<file path="config.mk">
export PLATFORM = sky130hd
export DESIGN_NAME = brkpt_unit
export DESIGN_NICKNAME = d
export VERILOG_FILES = /design/src/rtl/brk_pkg.sv /design/src/rtl/brk_regs.sv /design/src/rtl/brk_cmp.sv /design/src/rtl/brk_seq.sv /design/src/rtl/brkpt_unit.sv
export SDC_FILE = /design/constraint.sdc
export NUM_CORES = 1
export LEC_CHECK = 0
export ABC_AREA = 1
export BUFFER_PORTS_ARGS = -buffer_cell sky130_fd_sc_hd__buf_2
export CAP_MARGIN = 40
export CORE_MARGIN = 8
export CORE_UTILIZATION = 43
export DETAILED_ROUTE_END_ITERATION = 6
export GPL_ROUTABILITY_DRIVEN = 1
export PLACE_DENSITY = 0.79
export SYNTH_ARGS = -nofsm -noshare
export SYNTH_HDL_FRONTEND = slang
export SYNTH_SLANG_ARGS = --single-unit
</file>
<file path="constraint.sdc">
create_clock -name clk -period 1.1 [get_ports clk]
set_clock_uncertainty 0.05 [all_clocks]
set_input_delay 0.11 -clock clk [delete_from_list [all_inputs] [get_ports clk]]
set_output_delay 0.11 -clock clk [all_outputs]
set_load 0.01 [all_outputs]
</file>
<file path="src/rtl/brk_pkg.sv">
package brk_pkg;

    localparam int unsigned SEL_W        = 2;
    localparam int unsigned SEL_MATCH    = 0;
    localparam int unsigned SEL_CTRL     = 1;
    localparam int unsigned CTRL_ARM_BIT = 0;
    localparam int unsigned CTRL_MODE_BIT = 1;

    typedef struct packed {
        logic arm;
        logic forced;
    } brk_ctrl_t;

    typedef struct packed {
        logic pend;
        logic tag;
        logic halt;
    } brk_seq_t;

endpackage

</file>
<file path="src/rtl/brk_regs.sv">
module brk_regs
    import brk_pkg::*;
#(
    parameter int unsigned AW = 16
) (
    input  logic                 clk,
    input  logic                 rst_n,
    input  logic                 we,
    input  logic [SEL_W-1:0]     sel,
    input  logic [AW-1:0]        wdata,
    output logic [AW-1:0]        match_val,
    output brk_ctrl_t            ctrl
);

    typedef struct packed {
        logic [AW-1:0] match_val;
        brk_ctrl_t     ctrl;
    } regs_t;

    regs_t r_d, r_q;

    always_comb begin
        r_d = r_q;
        if (we) begin
            if (sel == SEL_W'(SEL_MATCH)) begin
                r_d.match_val = wdata;
            end else if (sel == SEL_W'(SEL_CTRL)) begin
                r_d.ctrl.arm    = wdata[CTRL_ARM_BIT];
                r_d.ctrl.forced = wdata[CTRL_MODE_BIT];
            end
        end
    end

    always_ff @(posedge clk or negedge rst_n) begin
        if (!rst_n) begin
            r_q <= '0;
        end else begin
            r_q <= r_d;
        end
    end

    assign match_val = r_q.match_val;
    assign ctrl      = r_q.ctrl;

    // control bits move only on a control write
    p_ctrl_hold_r3: assert property (@(posedge clk) disable iff (!rst_n)
        !(we && sel == SEL_W'(SEL_CTRL)) |=> $stable(ctrl));

    // match value moves only on a match write
    p_match_hold_r3: assert property (@(posedge clk) disable iff (!rst_n)
        !(we && sel == SEL_W'(SEL_MATCH)) |=> $stable(match_val));

endmodule

</file>
<file path="src/rtl/brk_cmp.sv">
module brk_cmp #(
    parameter int unsigned AW = 16
) (
    input  logic [AW-1:0] addr,
    input  logic [AW-1:0] match_val,
    output logic          hit
);

    logic [AW-1:0] bit_eq;

    for (genvar i = 0; i < AW; i++) begin : g_bit
        assign bit_eq[i] = ~(addr[i] ^ match_val[i]);
    end

    assign hit = &bit_eq;

endmodule

</file>
<file path="src/rtl/brk_seq.sv">
module brk_seq
    import brk_pkg::*;
(
    input  logic      clk,
    input  logic      rst_n,
    input  brk_ctrl_t ctrl,
    input  logic      hit,
    input  logic      acc,
    input  logic      opfetch,
    input  logic      boundary,
    input  logic      qend,
    input  logic      qflush,
    input  logic      ack,
    output logic      halt_req,
    output logic      tag_out
);

    brk_seq_t s_d, s_q;
    logic     force_hit;
    logic     fetch_hit;
    logic     fire_forced;
    logic     fire_tagged;

    always_comb begin
        force_hit   = ctrl.arm &  ctrl.forced & acc & hit;
        fetch_hit   = ctrl.arm & ~ctrl.forced & acc & opfetch & hit;
        fire_forced = s_q.pend & boundary;
        fire_tagged = s_q.tag & qend;
        s_d = s_q;
        if (!ctrl.arm) begin
            s_d = '0;
        end else begin
            s_d.halt = (s_q.halt & ~ack) | fire_forced | fire_tagged;
            s_d.pend = force_hit | (s_q.pend & ~ack & ~fire_forced);
            s_d.tag  = fetch_hit | (s_q.tag & ~qflush & ~qend);
        end
    end

    always_ff @(posedge clk or negedge rst_n) begin
        if (!rst_n) begin
            s_q <= '0;
        end else begin
            s_q <= s_d;
        end
    end

    assign halt_req = s_q.halt & ctrl.arm;
    assign tag_out  = s_q.tag  & ctrl.arm;

    // a disarmed cycle wipes all sequencing state
    p_off_clears_r10: assert property (@(posedge clk) disable iff (!rst_n)
        !ctrl.arm |=> (s_q == '0));

    // a pending stop meeting a boundary raises the halt
    p_forced_fires_r5: assert property (@(posedge clk) disable iff (!rst_n)
        (ctrl.arm && s_q.pend && boundary) |=> s_q.halt);

    // tagged opcode at queue end turns into a halt
    p_tag_fires_r7: assert property (@(posedge clk) disable iff (!rst_n)
        (ctrl.arm && s_q.tag && qend && !(acc && opfetch && hit)) |=> (s_q.halt && !s_q.tag));

    // a flush drops the tag
    p_flush_drops_r8: assert property (@(posedge clk) disable iff (!rst_n)
        (ctrl.arm && s_q.tag && qflush && !qend && !(acc && opfetch && hit)) |=> !s_q.tag);

    // halt holds until acknowledged
    p_halt_hold_r9: assert property (@(posedge clk) disable iff (!rst_n)
        (ctrl.arm && s_q.halt && !ack) |=> s_q.halt);

    // acknowledge clears halt when nothing re-fires
    p_ack_clears_r9: assert property (@(posedge clk) disable iff (!rst_n)
        (ack && !(s_q.pend && boundary) && !(s_q.tag && qend)) |=> !s_q.halt);

    // no new tag without an opcode fetch
    p_tag_needs_fetch_r6: assert property (@(posedge clk) disable iff (!rst_n)
        (!(acc && opfetch) && !s_q.tag) |=> !s_q.tag);

endmodule

</file>
<file path="src/rtl/brkpt_unit.sv">
module brkpt_unit
    import brk_pkg::*;
#(
    parameter int unsigned AW = 16
) (
    input  logic             clk,
    input  logic             rst_n,
    input  logic             reg_we,
    input  logic [1:0]       reg_sel,
    input  logic [AW-1:0]    reg_wdata,
    input  logic [AW-1:0]    cpu_addr,
    input  logic             cpu_acc,
    input  logic             cpu_opfetch,
    input  logic             cpu_iboundary,
    input  logic             cpu_qend,
    input  logic             cpu_qflush,
    input  logic             halt_ack,
    output logic             tag_out,
    output logic             halt_req
);

    logic [AW-1:0] match_val;
    brk_ctrl_t     ctrl;
    logic          hit;

    brk_regs #(.AW(AW)) u_regs (
        .clk       (clk),
        .rst_n     (rst_n),
        .we        (reg_we),
        .sel       (reg_sel),
        .wdata     (reg_wdata),
        .match_val (match_val),
        .ctrl      (ctrl)
    );

    brk_cmp #(.AW(AW)) u_cmp (
        .addr      (cpu_addr),
        .match_val (match_val),
        .hit       (hit)
    );

    brk_seq u_seq (
        .clk      (clk),
        .rst_n    (rst_n),
        .ctrl     (ctrl),
        .hit      (hit),
        .acc      (cpu_acc),
        .opfetch  (cpu_opfetch),
        .boundary (cpu_iboundary),
        .qend     (cpu_qend),
        .qflush   (cpu_qflush),
        .ack      (halt_ack),
        .halt_req (halt_req),
        .tag_out  (tag_out)
    );

    // disarmed unit never requests
    p_quiet_when_off_r2: assert property (@(posedge clk) disable iff (!rst_n)
        (!reg_we && !ctrl.arm) |=> (!halt_req && !tag_out));

endmodule

</file>
## Word-level counts from Yosys, hierarchy flattened

Index checks and enable logic that the tools add are counted.

| storage, ports and cells | value |
|---|---|
| register bits after elaboration | 21 |
| bits in latches | 0 |
| RAM bits | 0 |
| ROM bits | 0 |
| bits of input ports | 43 |
| output and inout bits | 2 |
| memories kept | 0 |

| operators by class | value |
|---|---|
| add/subtract/negate cells | 0 |
| multiply operators | 0 |
| divide/modulo/power cells | 0 |
| order comparisons | 0 |
| eq/ne operators | 1 |
| shift operators | 0 |
| multiplexer cells | 1 |
| bitwise operators | 58 |
| reduce and logical (&&, ||, !) cells | 4 |

Operators by type and width:

| kind | number |
|---|---|
| $not A1 Y1 | 22 |
| $and A1 B1 Y1 | 16 |
| $reduce_and A16 Y1 | 1 |
| $xor A1 B1 Y1 | 16 |
| $or A1 B1 Y1 | 4 |
| $mux W3 | 1 |
| $reduce_and A3 Y1 | 1 |
| $eq A2 B1 Y1 const B | 1 |
| $logic_not A2 Y1 | 1 |
| $reduce_and A2 Y1 | 1 |

## Logic depth before layout (Yosys ltp)

| logic depth | value |
|---|---|
| word-level depth | 7 |
| mapped depth | 8 |
| mapped depth without buffers | 8 |

## Cells and area by module

A second synthesis with hierarchy kept.

| unflattened totals | value |
|---|---|
| cell total of the unflattened synthesis | 158 |
| area, all modules | 1168.6 um2 |

By module, submodules not included:

| module | times used | cells an instance | area an instance (um2) | sequential area each (um2) |
|---|---|---|---|---|
| brk_regs | 1 | 80 | 743.2 | 450.4 |
| brk_cmp | 1 | 51 | 246.5 | 0.0 |
| brk_seq | 1 | 27 | 178.9 | 75.1 |

## Worst setup path before layout

Ideal clock, no wire load.

| path | value |
|---|---|
| path type | reg2reg |
| start point | reg u_regs.r_q, in the netlist u_regs.match_val[6] |
| end point | reg u_seq.s_q[1] (netlist bit) |
| setup time | 77 ps |
| data arrival time | 926 ps |
| setup slack | 47 ps |
| cell stages (with the launch flop) | 8 |
| clock period less this slack | 1053 ps |
| path through | dfrtp_1 > nor2_1 > nor2_1 > nor2_1 > nand2_1 > nor2_1 > nand3_1 > a21oi_1 |

RTL lines:

| what | line | text |
|---|---|---|
| start, declared | brk_regs.sv:20 | `regs_t r_d, r_q;` |
| start signal, assigned | brk_regs.sv:38 | `r_q <= r_d;` |
| end signal, assigned | brk_seq.sv:41 | `s_q <= '0;` |
| end signal, assigned | brk_seq.sv:43 | `s_q <= s_d;` |
| end, declared | brk_seq.sv:18 | `brk_seq_t s_d, s_q;` |

==> summary.md <==
| Metric | Value |
|---|---|
| Synth warn | 0 |
| DR WL/cell | approximately 10 um |
| Crit path top cell by count | nand2_1 |
| First-pass GRT wire length | around 4400 um |
| Tmin final | 1190 ps |
| Final setup margin | -94.1 ps |
| CP delay by family, top | simple AND/OR/NAND/NOR gates |
| Worst Hold Class | in -> reg |
| Gr ovfl total | 0 |
| Cells after Synth | 163 |
| Final wirelength | around 2600 um |
| Synth Cell Area | about 1200 um^2 |
| Nets | approximately 280 |
| Root cell of the clock tree | clkbuf_4 |
| Worst VDD drop | around 0.74 mV |
| Setup CP Type | reg -> reg |
| Setup Viol. Count Final | 4 |
| Pin count of the biggest net entering global routing | 22 |
| Sinks on Clock Net | 21 |
| Setup_tns | -228 ps |
| Worst Path Buf+Inv | 1 |
| FF-to-FF Start | u_regs.match_val[2] |
| PortBufs | 44 |
| Worst Setup End Kind | flip-flop |
| Finished Layout Cells | about 260 |
| Hold wc startpoint | cpu_qflush |
| Die W | 68.1 um |
| Vias | 1130 |
| Slew headroom | 0.680 |
| Worst Tran Pin Value | 480 ps |
| Fin. max-slew vios | 0 |
| Clock-pin slew on the worst setup and hold paths | 110 ps |
| Syn nets | between 200 and 250 |
| Skew-Pair Late Insertion Delay | roughly 300 ps |
| GPL Wtd Cong | between 0.7 and 0.8 |
| Synth area leader | dfrtp_1 |
| DRC violations left | 0 |
| Initial antenna violation count | 0 |
| Synth cell types | 17 |
| Critical path's slowest cell | dfrtp_1 |
| Synth top area share | 0.450 |
| Clock Tree Buf Depth | 2 |
| WHS Endpoint | u_seq.s_q[1] |
| Detailed Place HPWL | 2040 um |
| Tcrit/Tclk final | 1.09 |
| CTS H-tree depth | 1 |
| CP Cell Sequence | inv_1, nand2_1, nand2_1, nor2_1, nand2_1, nor2_2, nand3_1, a21oi_1 |
| Reg-to-Reg End | u_seq.s_q[1] |
| # diodes | 0 |
| Cells after DPL | around 250 |
| Layout cells sized above 1 | 0.316 |
| Hold-fix buffers at CTS | 10 |
| 1st-iter DRT viols | 35 |
| Register area share after synthesis | 0.450 |
| Overall Global Routing Usage | 0.121 |
| Worst r2r path cells | 8 |
| Initial Utilization | 0.439 |
| Min-Delay Path Depth | 3 |
| Fmax | between 800 and 900 MHz |
| Final hold violation count | 0 |
| Startpoint Class | flip-flop |
| First-pass DRT Iterations | 4 |
| Setup repair after global routing missed its margin | yes |
| Area growth syn-to-layout | 40.5% |
| Avg Inst Size Synth | approximately 7 um^2 |
| Status | finished with violations |
| Final ANT Viol Nets | 0 |
| Full die area | ~4600 um^2 |
| Crit path DAT | roughly 1400 ps |
| Utilization after layout | 0.617 |
| Largest cells by area after synthesis | dfrtp_1, nand2_1, inv_1 |
| Critical Path Max Stage Delay | 370 ps |
| Chip Height | about 70 um |
| Total CTS buffers | 3 |
| Critical path required time | ~1300 ps |
| Core ar. | 2660 um^2 |
| Max-cap violations | 0 |
| Number of global-route vias before repair | approximately 1.2k |
| TritonCTS clock tree | yes |
| PD cells | between 1000 and 1500 nW/um^2 |
| Leak Pwr | slightly below 1 nW |
| Vias/cell | roughly 4.3 |
| Failing checks | negative setup slack |
| Worst-path maximum fanout | 2 |
| IO Count | between 40 and 50 |
| Reg2reg setup slack | -90 ps |
| Standard-cell rows | 19 |
| Total Power | roughly 1.8 mW |
| Flop and latch count out of synthesis | 21 |
## sequential cells by signal, indices dropped and copies added, names as in the netlist
| register | cells |
|---|---|
| u_regs.ctrl | 2 |
| u_regs.match_val | 16 |
| u_seq.s_q | 3 |
## cell type report
class,count,area [um^2]
Inverter,32,120
Tap cell,31,38.8
Fill cell,268,1020
Multi-Input combinational cell,108,520
Clock buffer,4,26.3
Timing Repair Buffer,66,410
Sequential cell,21,526
## where the power goes
group	switching, mW	total, mW	internal [mW]
Sequential	0.0724	0.957	0.884
Clock	0.224	0.366	0.141
Combinational	0.224	0.516	0.291
Total	0.521	1.84	1.32
## cell families after synthesis
family                    synth area share
and+or+nand+nor                      0.297
DFF                                  0.450
muxes                               0.0739
AOI/OAI and AO/OA                   0.0557
buffers and inverters                0.117
xor gates and xnor gates           0.00750
## Yosys cell counts
| cell | number |
|---|---|
| nand3b_1 | 1 |
| buf_6 | 1 |
| o21ai_0 | 4 |
| xor2_1 | 1 |
| a21oi_1 | 9 |
| or3b_2 | 1 |
| nand2_2 | 1 |
| nand3_1 | 4 |
| mux2_2 | 5 |
| buf_2 | 1 |
| nand2_1 | 49 |
| dfrtp_1 | 21 |
| inv_1 | 32 |
| nor2_1 | 29 |
| mux2_4 | 2 |
| nor3_1 | 1 |
| nor2_2 | 1 |
## metal layers
| layer | wire [um] | global-route usage | up-vias |
|---|---|---|---|
| met4 | 29 | 0.0384 | 0 |
| met3 | 220 | 0.0360 | 4 |
| li1 | - | - | 622 |
| met5 | 0 | 0 | - |
| met1 | 1010 | 0.128 | 474 |
| met2 | 1340 | 0.224 | 30 |
## per-stage QoR
stage	setup slack [ps]	cell area (um^2)	hold WS, ps
6_report	-94.1	1640	5.48
2_1_floorplan	46.6	1170	-236
3_5_place_dp	-101	1490	44.4
5_1_grt	-181	1640	-5.26
3_3_place_gp	-81.9	1490	44.9
4_1_cts	-56.8	1630	-4.18
## worst max path at each step
stage | from | end | slack, ps | cells after the start
after floorplan | u_regs.match_val[6] | u_seq.s_q[1] | 50 | 7
after global placement | u_regs.match_val[2] | u_seq.s_q[1] | -80 | 8
after detailed placement | u_regs.match_val[2] | u_seq.s_q[2] | -100 | 8
after CTS | u_regs.match_val[13] | u_seq.s_q[2] | -60 | 7
after global routing | u_regs.match_val[12] | u_seq.s_q[1] | -180 | 7
final | u_regs.match_val[2] | u_seq.s_q[1] | -90 | 8
## cell usage in the layout, fill, tap and decap left out
cell / synthesis / routed
buf_4: 0 / 12
dlygate4sd3_1: 0 / 10
nand3b_1: 1 / 1
a21oi_2: 0 / 1
nand3_1: 4 / 3
nor2_2: 1 / 3
a21oi_1: 9 / 8
mux2_2: 5 / 5
nor3_1: 1 / 1
dfrtp_1: 21 / 21
o21ai_0: 4 / 4
nand2_2: 1 / 1
clkbuf_4: 0 / 3
xor2_1: 1 / 1
mux2_4: 2 / 2
nor2_1: 29 / 27
buf_2: 1 / 44
inv_1: 32 / 32
clkbuf_1: 0 / 1
or3b_2: 1 / 1
nand3_2: 0 / 1
nand2_1: 49 / 49
## worst min-delay path, cell delays in order
cell     delay [ps]
buf_2            70
or3b_2          100
a21oi_1          50
## timing repair
action,4_1_cts,5_1_grt
pin swaps,9,6
gates resized for setup,2,2
setup endpoints to repair,4,4
endpoints found under the hold margin,31,1
buffers inserted,1,1
(Power assumes the default switching activity.)
